**config.mk**
```make
export PLATFORM = sky130hd
export DESIGN_NAME = sram_cycle_ctl
export DESIGN_NICKNAME = d
export VERILOG_FILES = /design/src/rtl/sram_cyc_pkg.sv /design/src/rtl/sram_phase_timer.sv /design/src/rtl/sram_cycle_fsm.sv /design/src/rtl/sram_io_path.sv /design/src/rtl/sram_cycle_ctl.sv
export SDC_FILE = /design/constraint.sdc
export NUM_CORES = 1
export LEC_CHECK = 0
export BUFFER_PORTS_ARGS = -buffer_cell sky130_fd_sc_hd__buf_2
export CORE_MARGIN = 1.5
export CORE_UTILIZATION = 43
export CTS_CLUSTER_DIAMETER = 50
export CTS_CLUSTER_SIZE = 12
export DETAILED_ROUTE_END_ITERATION = 10
export PLACE_DENSITY = 0.69
export SLEW_MARGIN = 20
export SYNTH_ARGS = -nofsm -noshare
export SYNTH_HDL_FRONTEND = slang
export SYNTH_HIERARCHICAL = 1
export SYNTH_SLANG_ARGS = --single-unit
```
**constraint.sdc**
```tcl
create_clock -name clk -period 3.6 [get_ports clk]
set_input_delay 0.54 -clock clk [delete_from_list [all_inputs] [get_ports clk]]
set_output_delay 0.54 -clock clk [all_outputs]
set_load 0.005 [all_outputs]
```
**src/rtl/sram_cyc_pkg.sv**
```systemverilog
package sram_cyc_pkg;

  typedef enum logic [2:0] {
    PH_IDLE = 3'd0,
    PH_WSET = 3'd1,
    PH_WPUL = 3'd2,
    PH_WREC = 3'd3,
    PH_RACC = 3'd4
  } phase_e;

  // whole cycles covering a minimum in ns, never below one
  function automatic int unsigned ns_to_cycles(input int unsigned ns,
                                               input int unsigned period_ns);
    int unsigned c;
    c = (ns + period_ns - 1) / period_ns;
    return (c == 0) ? 1 : c;
  endfunction

  function automatic int unsigned umax(input int unsigned a, input int unsigned b);
    return (a > b) ? a : b;
  endfunction

  // recovery stretched so setup + pulse + recovery covers the write cycle
  function automatic int unsigned recov_cycles(input int unsigned rec_min,
                                               input int unsigned wc_min,
                                               input int unsigned setup,
                                               input int unsigned pulse);
    int unsigned rest;
    rest = (wc_min > setup + pulse) ? wc_min - setup - pulse : 0;
    return umax(rec_min, rest);
  endfunction

  function automatic int unsigned cnt_width(input int unsigned longest);
    int unsigned w;
    w = $clog2(longest + 1);
    return (w == 0) ? 1 : w;
  endfunction

endpackage

```
**src/rtl/sram_phase_timer.sv**
```systemverilog
module sram_phase_timer #(
  parameter int unsigned CNT_W = 6
) (
  input  logic             clk,
  input  logic             rst_n,
  input  logic             load,
  input  logic [CNT_W-1:0] load_val,
  output logic             expire
);
  logic [CNT_W-1:0] cnt_q;

  always_ff @(posedge clk or negedge rst_n) begin
    if (!rst_n)            cnt_q <= '0;
    else if (load)         cnt_q <= load_val;
    else if (cnt_q != '0)  cnt_q <= cnt_q - 1'b1;
  end

  assign expire = (cnt_q == '0);

  AST_TIMER_NO_WRAP: assert property (@(posedge clk) disable iff (!rst_n)
    (expire && !load) |=> expire);

endmodule

```
**src/rtl/sram_cycle_fsm.sv**
```systemverilog
module sram_cycle_fsm
  import sram_cyc_pkg::*;
#(
  parameter int unsigned CNT_W   = 6,
  parameter int unsigned AS_CYC  = 1,
  parameter int unsigned PW_CYC  = 1,
  parameter int unsigned RCV_CYC = 1,
  parameter int unsigned RA_CYC  = 1
) (
  input  logic             clk,
  input  logic             rst_n,
  input  logic             req_valid,
  input  logic             req_write,
  input  logic             expire,
  output phase_e           phase,
  output logic             accept,
  output logic             ld,
  output logic [CNT_W-1:0] ld_val,
  output logic             capture,
  output logic             wr_done,
  output logic             rd_valid
);
  localparam logic [CNT_W-1:0] AS_LD  = CNT_W'(AS_CYC - 1);
  localparam logic [CNT_W-1:0] PW_LD  = CNT_W'(PW_CYC - 1);
  localparam logic [CNT_W-1:0] RCV_LD = CNT_W'(RCV_CYC - 1);
  localparam logic [CNT_W-1:0] RA_LD  = CNT_W'(RA_CYC - 1);

  phase_e nxt;
  logic   wr_last;

  assign accept  = (phase == PH_IDLE) && req_valid;
  assign capture = (phase == PH_RACC) && expire;
  assign wr_last = (phase == PH_WREC) && expire;

  always_comb begin
    nxt    = phase;
    ld     = 1'b0;
    ld_val = '0;
    unique case (phase)
      PH_IDLE: if (req_valid) begin
        nxt    = req_write ? PH_WSET : PH_RACC;
        ld     = 1'b1;
        ld_val = req_write ? AS_LD : RA_LD;
      end
      PH_WSET: if (expire) begin
        nxt = PH_WPUL; ld = 1'b1; ld_val = PW_LD;
      end
      PH_WPUL: if (expire) begin
        nxt = PH_WREC; ld = 1'b1; ld_val = RCV_LD;
      end
      PH_WREC: if (expire) nxt = PH_IDLE;
      PH_RACC: if (expire) nxt = PH_IDLE;
      default: nxt = PH_IDLE;
    endcase
  end

  always_ff @(posedge clk or negedge rst_n) begin
    if (!rst_n) begin
      phase    <= PH_IDLE;
      wr_done  <= 1'b0;
      rd_valid <= 1'b0;
    end else begin
      phase    <= nxt;
      wr_done  <= wr_last;
      rd_valid <= capture;
    end
  end

  AST_DONE_EXCLUSIVE: assert property (@(posedge clk) disable iff (!rst_n)
    !(wr_done && rd_valid));
  AST_RDV_SINGLE: assert property (@(posedge clk) disable iff (!rst_n)
    rd_valid |=> !rd_valid);
  AST_WDONE_SINGLE: assert property (@(posedge clk) disable iff (!rst_n)
    wr_done |=> !wr_done);

endmodule

```
**src/rtl/sram_io_path.sv**
```systemverilog
module sram_io_path #(
  parameter int unsigned ADDR_W = 8,
  parameter int unsigned DATA_W = 4
) (
  input  logic              clk,
  input  logic              rst_n,
  input  logic              accept,
  input  logic [ADDR_W-1:0] req_addr,
  input  logic [DATA_W-1:0] req_wdata,
  input  logic              capture,
  input  logic [DATA_W-1:0] mem_dout,
  output logic [ADDR_W-1:0] addr_q,
  output logic [DATA_W-1:0] wdata_q,
  output logic [DATA_W-1:0] rdata_q
);
  always_ff @(posedge clk or negedge rst_n) begin
    if (!rst_n) begin
      addr_q  <= '0;
      wdata_q <= '0;
    end else if (accept) begin
      addr_q  <= req_addr;
      wdata_q <= req_wdata;
    end
  end

  always_ff @(posedge clk or negedge rst_n) begin
    if (!rst_n)       rdata_q <= '0;
    else if (capture) rdata_q <= mem_dout;
  end

endmodule

```
**src/rtl/sram_cycle_ctl.sv**
```systemverilog
module sram_cycle_ctl
  import sram_cyc_pkg::*;
#(
  parameter int unsigned ADDR_W          = 8,
  parameter int unsigned DATA_W          = 4,
  parameter int unsigned CLK_PERIOD_NS   = 8,
  parameter int unsigned T_ADDR_SETUP_NS = 50,
  parameter int unsigned T_PULSE_NS      = 250,
  parameter int unsigned T_RECOV_NS      = 50,
  parameter int unsigned T_DATA_SETUP_NS = 200,
  parameter int unsigned T_SEL_SETUP_NS  = 250,
  parameter int unsigned T_ODIS_SETUP_NS = 200,
  parameter int unsigned T_ACCESS_NS     = 450,
  parameter int unsigned T_RD_CYCLE_NS   = 450,
  parameter int unsigned T_WR_CYCLE_NS   = 500,
  parameter bit          COMMON_IO       = 1'b1
) (
  input  logic              clk,
  input  logic              rst_n,
  input  logic              req_valid,
  output logic              req_ready,
  input  logic              req_write,
  input  logic [ADDR_W-1:0] req_addr,
  input  logic [DATA_W-1:0] req_wdata,
  output logic              rd_valid,
  output logic [DATA_W-1:0] rd_data,
  output logic              wr_done,
  output logic [ADDR_W-1:0] mem_addr,
  output logic              mem_sel_n,
  output logic              mem_sel,
  output logic              mem_wr_n,
  output logic              mem_odis,
  output logic [DATA_W-1:0] mem_din,
  input  logic [DATA_W-1:0] mem_dout
);
  localparam int unsigned AS_CYC  = ns_to_cycles(T_ADDR_SETUP_NS, CLK_PERIOD_NS);
  localparam int unsigned ODS_CYC = COMMON_IO ? ns_to_cycles(T_ODIS_SETUP_NS, CLK_PERIOD_NS) : 1;
  localparam int unsigned PW_CYC  = umax(umax(ns_to_cycles(T_PULSE_NS, CLK_PERIOD_NS),
                                              ns_to_cycles(T_DATA_SETUP_NS, CLK_PERIOD_NS)),
                                         umax(ns_to_cycles(T_SEL_SETUP_NS, CLK_PERIOD_NS),
                                              ODS_CYC));
  localparam int unsigned WC_CYC  = ns_to_cycles(T_WR_CYCLE_NS, CLK_PERIOD_NS);
  localparam int unsigned RCV_CYC = recov_cycles(ns_to_cycles(T_RECOV_NS, CLK_PERIOD_NS),
                                                 WC_CYC, AS_CYC, PW_CYC);
  localparam int unsigned RA_CYC  = umax(ns_to_cycles(T_ACCESS_NS, CLK_PERIOD_NS),
                                         ns_to_cycles(T_RD_CYCLE_NS, CLK_PERIOD_NS));
  localparam int unsigned CNT_W   = cnt_width(umax(umax(AS_CYC, PW_CYC), umax(RCV_CYC, RA_CYC)));

  phase_e           phase;
  logic             accept, ld, expire, capture;
  logic [CNT_W-1:0] ld_val;
  logic             selected;

  sram_phase_timer #(.CNT_W(CNT_W)) timer_i (
    .clk(clk), .rst_n(rst_n), .load(ld), .load_val(ld_val), .expire(expire)
  );

  sram_cycle_fsm #(
    .CNT_W(CNT_W), .AS_CYC(AS_CYC), .PW_CYC(PW_CYC),
    .RCV_CYC(RCV_CYC), .RA_CYC(RA_CYC)
  ) fsm_i (
    .clk(clk), .rst_n(rst_n), .req_valid(req_valid), .req_write(req_write),
    .expire(expire), .phase(phase), .accept(accept), .ld(ld), .ld_val(ld_val),
    .capture(capture), .wr_done(wr_done), .rd_valid(rd_valid)
  );

  sram_io_path #(.ADDR_W(ADDR_W), .DATA_W(DATA_W)) path_i (
    .clk(clk), .rst_n(rst_n), .accept(accept), .req_addr(req_addr),
    .req_wdata(req_wdata), .capture(capture), .mem_dout(mem_dout),
    .addr_q(mem_addr), .wdata_q(mem_din), .rdata_q(rd_data)
  );

  // RAM controls decoded from the registered phase
  assign selected  = (phase != PH_IDLE);
  assign mem_sel_n = !selected;
  assign mem_sel   = selected;
  assign mem_wr_n  = (phase != PH_WPUL);
  assign mem_odis  = (phase != PH_RACC);
  assign req_ready = (phase == PH_IDLE);

  AST_STROBE_NEEDS_SEL: assert property (@(posedge clk) disable iff (!rst_n)
    !mem_wr_n |-> (!mem_sel_n && mem_sel));
  AST_ADDR_HELD: assert property (@(posedge clk) disable iff (!rst_n)
    (!mem_sel_n && $past(!mem_sel_n)) |-> ($stable(mem_addr) && $stable(mem_din)));
  AST_ODIS_IN_WRITE: assert property (@(posedge clk) disable iff (!rst_n)
    !mem_wr_n |-> mem_odis);
  AST_RDV_AFTER_READ: assert property (@(posedge clk) disable iff (!rst_n)
    rd_valid |-> $past(!mem_odis));
  AST_ONE_AT_A_TIME: assert property (@(posedge clk) disable iff (!rst_n)
    (req_valid && req_ready) |=> !req_ready);

endmodule

```
==> impl_metrics.tcl <==
set metrics [dict create \
    holdBufCountCts 0 \
    path_delay_family "compound AO/OA/AOI/OAI gates" \
    postRouteWirelength_um 2520 \
    vias_per_cell 5.01 \
    routedWlPerCell_um 12.8 \
    cts-root-buf "clkbuf_4" \
    power_density_mw_per_mm2 829 \
    yosysSeqAreaShare 0.476 \
    yosysTopAreaCell "dfrtp_1" \
    netlist_area_mm2 0.00142 \
    rsz0062_at_grt "no" \
    irDropWorstVdd_uv 373 \
    port_buffers 42 \
    die_w_um 60.4 \
    grt_max_degree 28 \
    final_nets 176 \
    grt_pass1_vias 953 \
    rows 20 \
    antenna_left 0 \
    synth-seq-cells 27 \
    clock_latency_ns 0.32 \
    syn-num-nets 138 \
    hp-class "input port to async pin" \
    fillers 287 \
    tightest_slew_ns 0.996 \
    cts_resized 0 \
    worstPathRequired_ns 3.83 \
    yosysTopAreaCellShare 0.476 \
    setup_viol 0 \
    dp_hpwl_um 1870 \
    fin_tns_setup_ns 0 \
    finalHoldViolations 0 \
    cts_buffer_depth 2 \
    cts_setup_buffers 0 \
    max-slew-margin-rel 0.333 \
    status "finished clean" \
    place_congestion 0.836 \
    layout_common_cells "42 x buf_2, 27 x dfrtp_1, 10 x mux2_4" \
    ys_types 33 \
    dpl_cell_area_mm2 0.00162 \
    ys_top_cells_by_area "dfrtp_1 48%, mux2_4 11%, mux2_2 4.8%" \
    start_kind "flop" \
    cts_tree "done" \
    yosys_warnings 6 \
    max-cap-violations 0 \
    num_vias 987 \
    worstSetupStartpoint "timer_i/cnt_q[4]$_DFFE_PN0P_" \
    fin_crit_sh 0.662 \
    diodes 0 \
    grt_pass1_wl_um 4230 \
    firstDrtPassIters 2 \
    worstSetupPathType "flop to flop" \
    gr-max-usage-layer "met2" \
    leakage_nw 0.768 \
    layout_commonest_cell "buf_2" \
    grt_use_met1 0.200 \
    slew_viol_final 0 \
    path_cells "nor4_2, and2_4, nand2b_1, a21oi_1, o31a_1, nand2b_1, a21oi_1, a221oi_2" \
    netlist_instances 116 \
    route.detailed.drc 0 \
    cts_buffers 3 \
    ios 43 \
    design_area_mm2 0.00164 \
    critPathMaxStageDelay_ns 0.49 \
    layout-drive-gt1-share 0.458 \
    r2r_start "timer_i/cnt_q[4]$_DFFE_PN0P_" \
    syn_area_per_cell_um2 12.2 \
    crit_path_max_fanout 14 \
    die_area_mm2 0.00365 \
    cp_slowest_cell "o31a_1" \
    final_core_util 0.529 \
    area_delta_synth_final_pct 15.8 \
    fp.coreArea_mm2 0.00310 \
    crit_arrival_ns 2.62 \
    multiInputGateArea_um2 657 \
    finalPower_mw 1.36 \
    gr-total-overflow 0 \
    crit_buf_inv 0 \
    path_clk_slew_ns 0.15 \
    grt_usage 0.157 \
    initialDrtViolationCount 11 \
    timing.final.crit_period_ns 2.38 \
    fp.dieH_um 60.4 \
    antenna_found_initial 0 \
    seqCellArea_um2 676 \
    initial_core_util 0.457 \
    cts_sinks 27 \
    h-tree-depth 1 \
    clock_skew_ns 0.00570 \
    use_met2 0.264 \
    use_met3 0.0235 \
    worst_setup_path_end_kind "flop" \
    max_freq_ghz 0.420 \
]
-- per-layer routing --
layer | share of wire | wire length (µm)
met5 | 0 | 0
met4 | 0.0075 | 19
met3 | 0.043 | 108
met2 | 0.51 | 1300
met1 | 0.43 | 1100
-- logic make-up after synthesis --
group | Yosys count | share of synthesized area
compound gates | 15 | 0.0899
xor+xnor | 5 | 0.0309
fa+ha+maj | 2 | 0.0176
buf+inv | 14 | 0.0670
flops | 27 | 0.476
mux | 17 | 0.160
simple gates | 36 | 0.158
-- sequential cells by signal, summed over array words and instances, names as in the netlist --
| name | count |
|---|---|
| fsm_i/phase | 3 |
| fsm_i/rd_valid | 1 |
| fsm_i/wr_done | 1 |
| path_i/addr_q | 8 |
| path_i/rdata_q | 4 |
| path_i/wdata_q | 4 |
| timer_i/cnt_q | 6 |
-- metrics by stage --
step / cells / setup WS (ns) / hold WS [ns]
after floorplan: 116 / 1.51 / 0.244
after global placement: 193 / 1.40 / 0.485
after detailed placement: 193 / 1.25 / 0.490
after CTS: 197 / 1.22 / 0.204
after global routing: 197 / 0.977 / 0.217
final: 197 / 1.22 / 0.194
-- cell usage after synthesis --
master and number:
clkbuf_1 1, a221oi_1 1, and2_4 2, o31a_1 2, a21oi_1 4, xnor2_1 5
o41ai_2 1, or3b_1 2, nor3_2 1, nor2_1 6, nand3b_1 1, mux2i_1 1
or3b_2 1, dfrtp_1 27, ha_1 2, mux2_2 6, a221oi_2 1, buf_2 1
inv_1 5, nor4_2 1, nor4b_2 1, nor2b_1 3, o31ai_1 3, nand2_1 6
nand2b_1 2, or3_1 1, nor3b_1 3, a211oi_2 1, a211oi_1 2, mux2_4 10
nor3_1 6, buf_4 3, buf_6 4
-- report_power, final --
group          switching, mW  internal (mW)
clock network         0.0878         0.0433
logic                  0.286          0.375
registers              0.135          0.434
total                  0.509          0.852
-- path summary, 6_finish.rpt --
| check | end | slack [ns] | cells after the start |
|---|---|---|---|
| max | timer_i/cnt_q[1]$_DFFE_PN0P_ | 1.22 | 8 |
| min reg2reg | path_i/rdata_q[3]$_DFFE_PN0P_ | 0.52 | 1 |
| min in group clk | path_i/addr_q[2]$_DFFE_PN0P_ | 0.43 | 2 |
| min | fsm_i/phase[1]$_DFFE_PN0P_ | 0.19 | 1 |
| max reg2reg | timer_i/cnt_q[1]$_DFFE_PN0P_ | 1.22 | 8 |
| max in group asynchronous | path_i/addr_q[3]$_DFFE_PN0P_ | 3.01 | 1 |
-- layout make-up --
cell class,instances,share of cell area
Tap cell,44,0.0335
Multi-Input combinational cell,75,0.400
Sequential cell,27,0.411
Timing Repair Buffer,42,0.128
Inverter,5,0.0114
Clock buffer,4,0.0160
No activity file was read; power rests on OpenSTA's default activity.
